<file path="config.mk">
export PLATFORM = sky130hd
export DESIGN_NAME = xlock_ctl
export DESIGN_NICKNAME = d
export VERILOG_FILES = /design/src/rtl/xlock_ctl.sv
export SDC_FILE = /design/constraint.sdc
export NUM_CORES = 1
export LEC_CHECK = 0
export ABC_CLOCK_PERIOD_IN_PS = 3250
export BUFFER_PORTS_ARGS = -buffer_cell sky130_fd_sc_hd__buf_4
export CORE_AREA = 2 2 39 41
export DETAILED_ROUTE_END_ITERATION = 8
export DIE_AREA = 0 0 41 43
export GPL_TIMING_DRIVEN = 0
export PLACE_DENSITY = 0.74
export SYNTH_ARGS = -nofsm -noshare
export SYNTH_HDL_FRONTEND = slang
export SYNTH_SLANG_ARGS = --single-unit
</file>
<file path="constraint.sdc">
create_clock -name clk -period 3.25 [get_ports clk]
set_input_delay 0.4875 -clock clk [delete_from_list [all_inputs] [get_ports clk]]
set_output_delay 0.4875 -clock clk [all_outputs]
set_load 0.01 [all_outputs]
</file>
<file path="src/rtl/xlock_ctl.sv">
module xlock_ctl (
  input  logic       clk,
  input  logic       rst_n,
  input  logic [1:0] frame_n,
  input  logic [1:0] irdy_n,
  input  logic [1:0] trdy_n,
  input  logic [1:0] stop_n,
  input  logic [1:0] lock_n,
  input  logic [1:0] xreq,
  output logic [1:0] lock_oe,
  output logic [1:0] xretry,
  output logic [3:0] lk_state
);

  localparam logic [1:0] FREE = 2'd0;
  localparam logic [1:0] ADDR = 2'd1;
  localparam logic [1:0] PEND = 2'd2;
  localparam logic [1:0] HELD = 2'd3;

  logic [1:0] st_q [2];
  logic [1:0] st_d [2];
  logic [1:0] pfree, xlk, xlk_d, oe_d, xset;
  logic [1:0] start, data, quit;

  assign start = pfree & ~frame_n & lock_n;
  assign data  = ~irdy_n & ~trdy_n;
  assign quit  = (~stop_n & trdy_n) | (frame_n & irdy_n);

  assign xset[0] = (st_q[0] == FREE) & start[0] & xreq[0] & ~xlk[1];
  assign xset[1] = (st_q[1] == FREE) & start[1] & xreq[1] & ~xlk[0] & ~xset[0];

  always_comb begin
    for (int k = 0; k < 2; k++) begin
      st_d[k] = st_q[k];
      case (st_q[k])
        FREE: if (start[k]) st_d[k] = ADDR;
        ADDR: begin
          if (lock_n[k])     st_d[k] = FREE;
          else if (data[k])  st_d[k] = HELD;
          else if (quit[k])  st_d[k] = FREE;
          else               st_d[k] = PEND;
        end
        PEND: begin
          if (data[k])       st_d[k] = HELD;
          else if (quit[k])  st_d[k] = FREE;
        end
        default: if (lock_n[k] && frame_n[k] && irdy_n[k]) st_d[k] = FREE;
      endcase
    end
    for (int k = 0; k < 2; k++)
      xlk_d[k] = (st_d[k] != FREE) && (xlk[k] || xset[k]);
    for (int k = 0; k < 2; k++) begin
      oe_d[k] = lock_oe[k];
      if (!xlk[1-k] || st_d[1-k] == FREE)
        oe_d[k] = 1'b0;
      else if (lock_oe[k] && st_q[k] != FREE && st_d[k] == FREE)
        oe_d[k] = 1'b0;
      else if (!lock_oe[k] && st_q[k] == FREE && start[k])
        oe_d[k] = 1'b1;
    end
  end

  always_ff @(posedge clk or negedge rst_n) begin
    if (!rst_n) begin
      st_q[0] <= FREE;
      st_q[1] <= FREE;
      pfree   <= 2'b11;
      xlk     <= 2'b00;
      lock_oe <= 2'b00;
    end else begin
      st_q[0] <= st_d[0];
      st_q[1] <= st_d[1];
      pfree   <= frame_n & irdy_n & lock_n;
      xlk     <= xlk_d;
      lock_oe <= oe_d;
    end
  end

  assign xretry   = lock_oe & xreq & ~frame_n;
  assign lk_state = {st_q[1], st_q[0]};

  assert_oe_single_R7: assert property (@(posedge clk) disable iff (!rst_n)
    $onehot0(lock_oe));

  for (genvar g = 0; g < 2; g++) begin : g_chk
    assert_held_needs_data_R4: assert property (@(posedge clk) disable iff (!rst_n)
      (st_q[g] == HELD && $past(st_q[g]) != HELD) |-> $past(!irdy_n[g] && !trdy_n[g]));
    assert_pend_from_addr_R2: assert property (@(posedge clk) disable iff (!rst_n)
      (st_q[g] == PEND && $past(st_q[g]) != PEND) |-> $past(st_q[g]) == ADDR);
    assert_release_idle_R6: assert property (@(posedge clk) disable iff (!rst_n)
      ($past(st_q[g]) == HELD && st_q[g] == FREE) |-> $past(lock_n[g] && frame_n[g] && irdy_n[g]));
    assert_oe_after_addr_R8: assert property (@(posedge clk) disable iff (!rst_n)
      $rose(lock_oe[g]) |-> $past(!frame_n[g] && st_q[g] == FREE));
    assert_oe_has_origin_R9: assert property (@(posedge clk) disable iff (!rst_n)
      lock_oe[g] |-> (xlk[1-g] && st_q[1-g] != FREE));
  end

endmodule

</file>
==> Yosys cells after proc, flatten, opt, wreduce, memory -nomap -nowiden <==
Cells that the tools add are included.
{ "totals": {"ff_bits": 10, "input_bits": 14, "output_inout_bits": 8, "wordCells": 87} }
{ "classes": {"eq_ne": 4, "n_mux": 22, "n_bitwise": 23, "reduce_logical": 32} }
{ "op_table": {"columns": ["cell", "count"], "rows": [
  ["2-to-1 mux 2 bit", 14],
  ["AND 2 bit", 8],
  ["logical AND 1 bit", 14],
  ["case mux 2 bit (3 select lines)", 2],
  ["logical NOT 2 bit", 4],
  ["NOT 2 bit", 4],
  ["nonzero test 2 bit", 4],
  ["AND 1 bit", 7],
  ["2-to-1 mux 1 bit", 6],
  ["nonzero test 3 bit", 2],
  ["equality test 2 x 1 -> 1 bit, second input constant", 2],
  ["equality test 2 bit, second input constant", 2],
  ["logical NOT 1 bit", 4],
  ["logical OR 1 bit", 4],
  ["NOT 1 bit", 3],
  ["bitwise OR 2 bit", 1]
]} }

==> Logic depth before layout (Yosys ltp) <==
{ "depth": {"ltp_word": 11, "ltp_mapped": 5} }

==> Worst setup path before layout <==
No wires, ideal clock.
{ "synth_timing": {"path_kind": "register to register", "start": "register st_q, in the netlist lk_state[3]", "end": "register lock_oe[1]", "setup_ns": 0.087, "arrival_ns": 1.339, "path_slack_ns": 1.824, "stages_incl_launch_ff": 6, "period_less_slack_ns": 1.426, "path_cell_list": "dfrtp_1 > buf_6 > and4bb_1 > a21oi_2 > o221a_4 > a211oi_2"} }
{ "synth_via": {"elab_chain_len": 7, "word_cells_on_any_way": 17, "cone_classes": "eq/ne: 2; mux: 7; reduce/logical: 8"} }
{ "synth_rtl": {"columns": ["element", "line_no", "rtl"], "rows": [
  ["start, declared", "20", "logic [1:0] st_q [2];"],
  ["2-to-1 mux 2 bit", "45", "else if (quit[k]) st_d[k] = FREE;"],
  ["2-to-1 mux 2 bit", "44", "if (data[k]) st_d[k] = HELD;"],
  ["case mux 2 bit (3 select lines)", "35", "case (st_q[k])"],
  ["logical NOT 2 bit", "56", "else if (lock_oe[k] && st_q[k] != FREE && st_d[k] == FREE)"],
  ["logical AND 1 bit", "56", null],
  ["2-to-1 mux 1 bit", "56", null],
  ["2-to-1 mux 1 bit", "54", "if (!xlk[1-k] || st_d[1-k] == FREE)"],
  ["end signal, assigned", "69", "lock_oe <= 2'b00;"],
  ["end signal, assigned", "75", "lock_oe <= oe_d;"],
  ["end, declared", "10", "output logic [1:0] lock_oe,"]
]} }
Parallel ways exist; a longest one is shown, timed or not.
A chain may end at the register's enable or synchronous reset.

==> Worst setup path in the final report <==
{ "layout_timing": {"start": "register st_q, in the netlist lk_state[1]", "end": "register xlk[1]"} }
{ "layout_via": {"elab_chain_len": 8} }
{ "layout_rtl": {"columns": ["element", "line_no", "rtl"], "rows": [
  ["logical NOT 2 bit", "29", "assign xset[0] = (st_q[0] == FREE) & start[0] & xreq[0] & ~xlk[1];"],
  ["AND 1 bit (3 in a row)", "29", null],
  ["NOT 1 bit", "30", "assign xset[1] = (st_q[1] == FREE) & start[1] & xreq[1] & ~xlk[0] & ~xset[0];"],
  ["AND 1 bit", "30", null],
  ["logical OR 1 bit", "51", "xlk_d[k] = (st_d[k] != FREE) && (xlk[k] || xset[k]);"],
  ["logical AND 1 bit", "51", null],
  ["named net xlk_d[1]", "22", "logic [1:0] pfree, xlk, xlk_d, oe_d, xset;"],
  ["end signal, assigned", "74", "xlk <= xlk_d;"],
  ["end, declared", "22", null]
]} }
The timed path passes the listed nets, and every way through them passes these cells.

==> flow_summary_export.csv <==
group,metric,value,unit
drt,post_drt_wl_per_cell,11.5,um
setup_path,start_kind,"register",
setup_path,regToRegStartpoint,"lk_state[1]$_DFF_PN0_",
synthesis,yosys_warnings,0,
run_status,outcome,"complete, no violations",
final_layout,regArea,253,sq um
setup_path,crit_start,"lk_state[1]$_DFF_PN0_",
floorplan,io_pins,22,
pwr,p_per_area,347,nW/um^2
floorplan,start_util,43.5,%
final_layout,num-nets-final,101,
timing,period_needed,1490,ps
timing,fmax,672,MHz
timing,slew_headroom,77.9,%
final_layout,multiInputGateArea,330,sq um
final_layout,fill_cells,128,
synthesis,netlist_area,602,sq um
timing,period_share,45.8,%
pwr,peakVddDrop,0.204,mV
pwr,leakagePower,0.403,nW
clock_tree,path_clk_slew,70,ps
placed_design,port_buffers,21,
global_routing,grt_max_degree,11,
drt,ant_nets,0,
clock_tree,cts_tree,"built",
floorplan,die_y,43,um
synthesis,ys_seq_elements,10,
pwr,combPwrFrac,15.1,%
clock_tree,clock-sinks,10,
final_layout,area_growth,35.6,%
clock_tree,h-tree-depth,1,
floorplan,core_area,1380,sq um
timing,drv_slew,0,
synthesis,synth_cell_types,31,
setup_path,crit_required,3410,ps
pwr,seq_power_share,46.3,%
final_layout,drive_gt1_share,40.7,%
timing,worstMarginPinSlew,331,ps
setup_path,cp.arrival,1640,ps
floorplan,rows,14,
clock_tree,clock_latency,260,ps
global_routing,antenna_found_initial,0,
clock_tree,cts_buffer_depth,2,
synthesis,synth_nets,75,
drt,totalWireLength,1.18,mm
synthesis,syn_area_per_cell,9.87,sq um
pwr,total_power,0.000283,W
global_routing,grt_pass1_vias,465,
global_routing,grt_overflow,0,
timing,setup_viol,0,
setup_path,crit_type,"register to register",
global_routing,grt_pass1_wl,1.79,mm
floorplan,die_area,1760,sq um
synthesis,syn_inst,61,
final_layout,diodes,0,
setup_path,endpoint_kind,"register",
floorplan,dieWidth,41,um
clock_tree,post_cts_buffers,0,
pwr,p_switching,0.0000640,W
placed_design,gp_congestion,0.773,
timing,hold_viol_final,0,
timing,rsz0062_at_grt,"no",
drt,first_pass_iters,4,
setup_path,cp_max_fo,6,
drt,num_vias,552,
pwr,p_int,0.000219,W
pwr,power_frac_clock,38.6,%
job,drv_cap,0,
final_layout,mostFrequentLayoutCells,"buf_4, dfrtp_1, nand2_1, nor2_1, a21oi_1",
timing,fin_worst_skew,5.84,ps
worst_hold_path,hold_class,"input port to asynchronous set/reset pin",
drt,drt-initial-drc-count,12,
final_layout,layout_commonest_cell,"buf_4",
global_routing,grt_use_total,15.2,%
clock_tree,hold_buffers,0,
timing,tns,0,ps
clock_tree,numCtsBuffers,3,
pwr,swShare,22.6,%
drt,post-route-drc-count,0,
drt,via_per_inst,5.41,
clock_tree,clockRootBuffer,"clkbuf_4",
clock_tree,cts_resized,0,
synthesis,seq_area_frac_synth,42.0,%
==> Yosys cell counts <==
cell type | count | share of area [%]
inv_1 | 2 | 1.2
o21ai_0 | 3 | 2.5
buf_6 | 1 | 1.9
and2b_2 | 1 | 1.5
nand2_1 | 6 | 3.7
nor3b_1 | 1 | 1.2
and3b_1 | 2 | 2.9
nand2b_1 | 1 | 1.0
a21o_1 | 1 | 1.2
and3_1 | 2 | 2.1
a21oi_2 | 1 | 1.5
o221a_4 | 1 | 3.3
o221ai_1 | 1 | 1.5
or2_2 | 2 | 2.1
a31oi_1 | 1 | 1.0
or2b_1 | 1 | 1.2
dfrtp_1 | 8 | 33
o21ai_1 | 1 | 0.83
a211oi_2 | 2 | 4.2
mux2i_1 | 2 | 3.3
and4bb_1 | 1 | 2.1
nand3_1 | 2 | 1.7
o21ba_1 | 1 | 1.7
nor2_1 | 6 | 3.7
dfstp_2 | 2 | 8.7
or3b_1 | 1 | 1.5
o22ai_1 | 1 | 1.0
a32o_1 | 1 | 1.7
a21oi_1 | 4 | 3.3
nand4bb_1 | 1 | 1.9
a22oi_1 | 1 | 1.2
==> kinds of logic (layout without fill, tap and decap cells) <==
| kind of cell | count (synthesis) | after routing | synth area share [%] |
|---|---|---|---|
| AOI/OAI and AO/OA | 19 | 19 | 24.9 |
| buffers and inverters | 3 | 28 | 3.12 |
| DFF | 10 | 10 | 42.0 |
| muxes | 2 | 2 | 3.33 |
| and+or+nand+nor | 27 | 27 | 26.6 |
==> power groups by stage <==
| stage | clock network (W) | registers, W | logic (W) |
|---|---|---|---|
| after global placement | 0 | 0.000133 | 0.0000427 |
| after floorplan | 0 | 0.000134 | 0.0000190 |
| final | 0.000109 | 0.000131 | 0.0000427 |
| after CTS | 0.000111 | 0.000131 | 0.0000432 |
| after global routing | 0.000120 | 0.000131 | 0.0000470 |
| after detailed placement | 0 | 0.000133 | 0.0000430 |
==> worst paths after layout <==
kind | end | slack [ps] | depth (start not counted)
worst max-delay path | xlk[1]$_DFF_PN0_ | 1760 | 4
max in group asynchronous | pfree[0]$_DFF_PN1_ | 2990 | 1
worst min register to register | xlk[1]$_DFF_PN0_ | 540 | 2
worst max register to register | xlk[1]$_DFF_PN0_ | 1760 | 4
worst min-delay path | xlk[0]$_DFF_PN0_ | 40 | 1
min in group clk | pfree[1]$_DFF_PN1_ | 500 | 2
==> registers in the layout, indices dropped and copies added (netlist names) <==
register,cells
lk_state,4
lock_oe,2
pfree,2
xlk,2
==> area by class of cell <==
type	count	area share (%)
multi-input combinational	48	40.5
tap	16	2.45
timing repair buffer	21	19.3
sequential	10	31.0
clock buffer	4	4.45
inverter	2	0.920
buffer	1	1.38
==> critical path, cell delays in order (launching register included) <==
cell	delay, ps
dfrtp_1	450
nand4bb_1	270
or3b_1	440
a31oi_1	170
nor2_1	50
==> per-layer routing <==
metal  vias up  GRT usage [%]  wire (um)
met1       254           18.8        494
li1        278              -          -
met3         2           1.57         89
met4         0           10.0         12
met5         -              0          0
met2        18           23.8        578
==> through the flow <==
| stage | std cells | util (%) | hold slack (ps) | setup WS, ps | instance area [sq um] |
|---|---|---|---|---|---|
| after CTS | 102 | 59.0 | 38.3 | 1760 | 816 |
| after global routing | 102 | 59.0 | 34.9 | 1680 | 816 |
| after global placement | 98 | 56.3 | 322 | 1720 | 779 |
| after floorplan | 61 | - | 192 | 1820 | 602 |
| final | 102 | 59.0 | 37.3 | 1760 | 816 |
| after detailed placement | 98 | 56.3 | 322 | 1720 | 779 |
(Power assumes the default switching activity.)
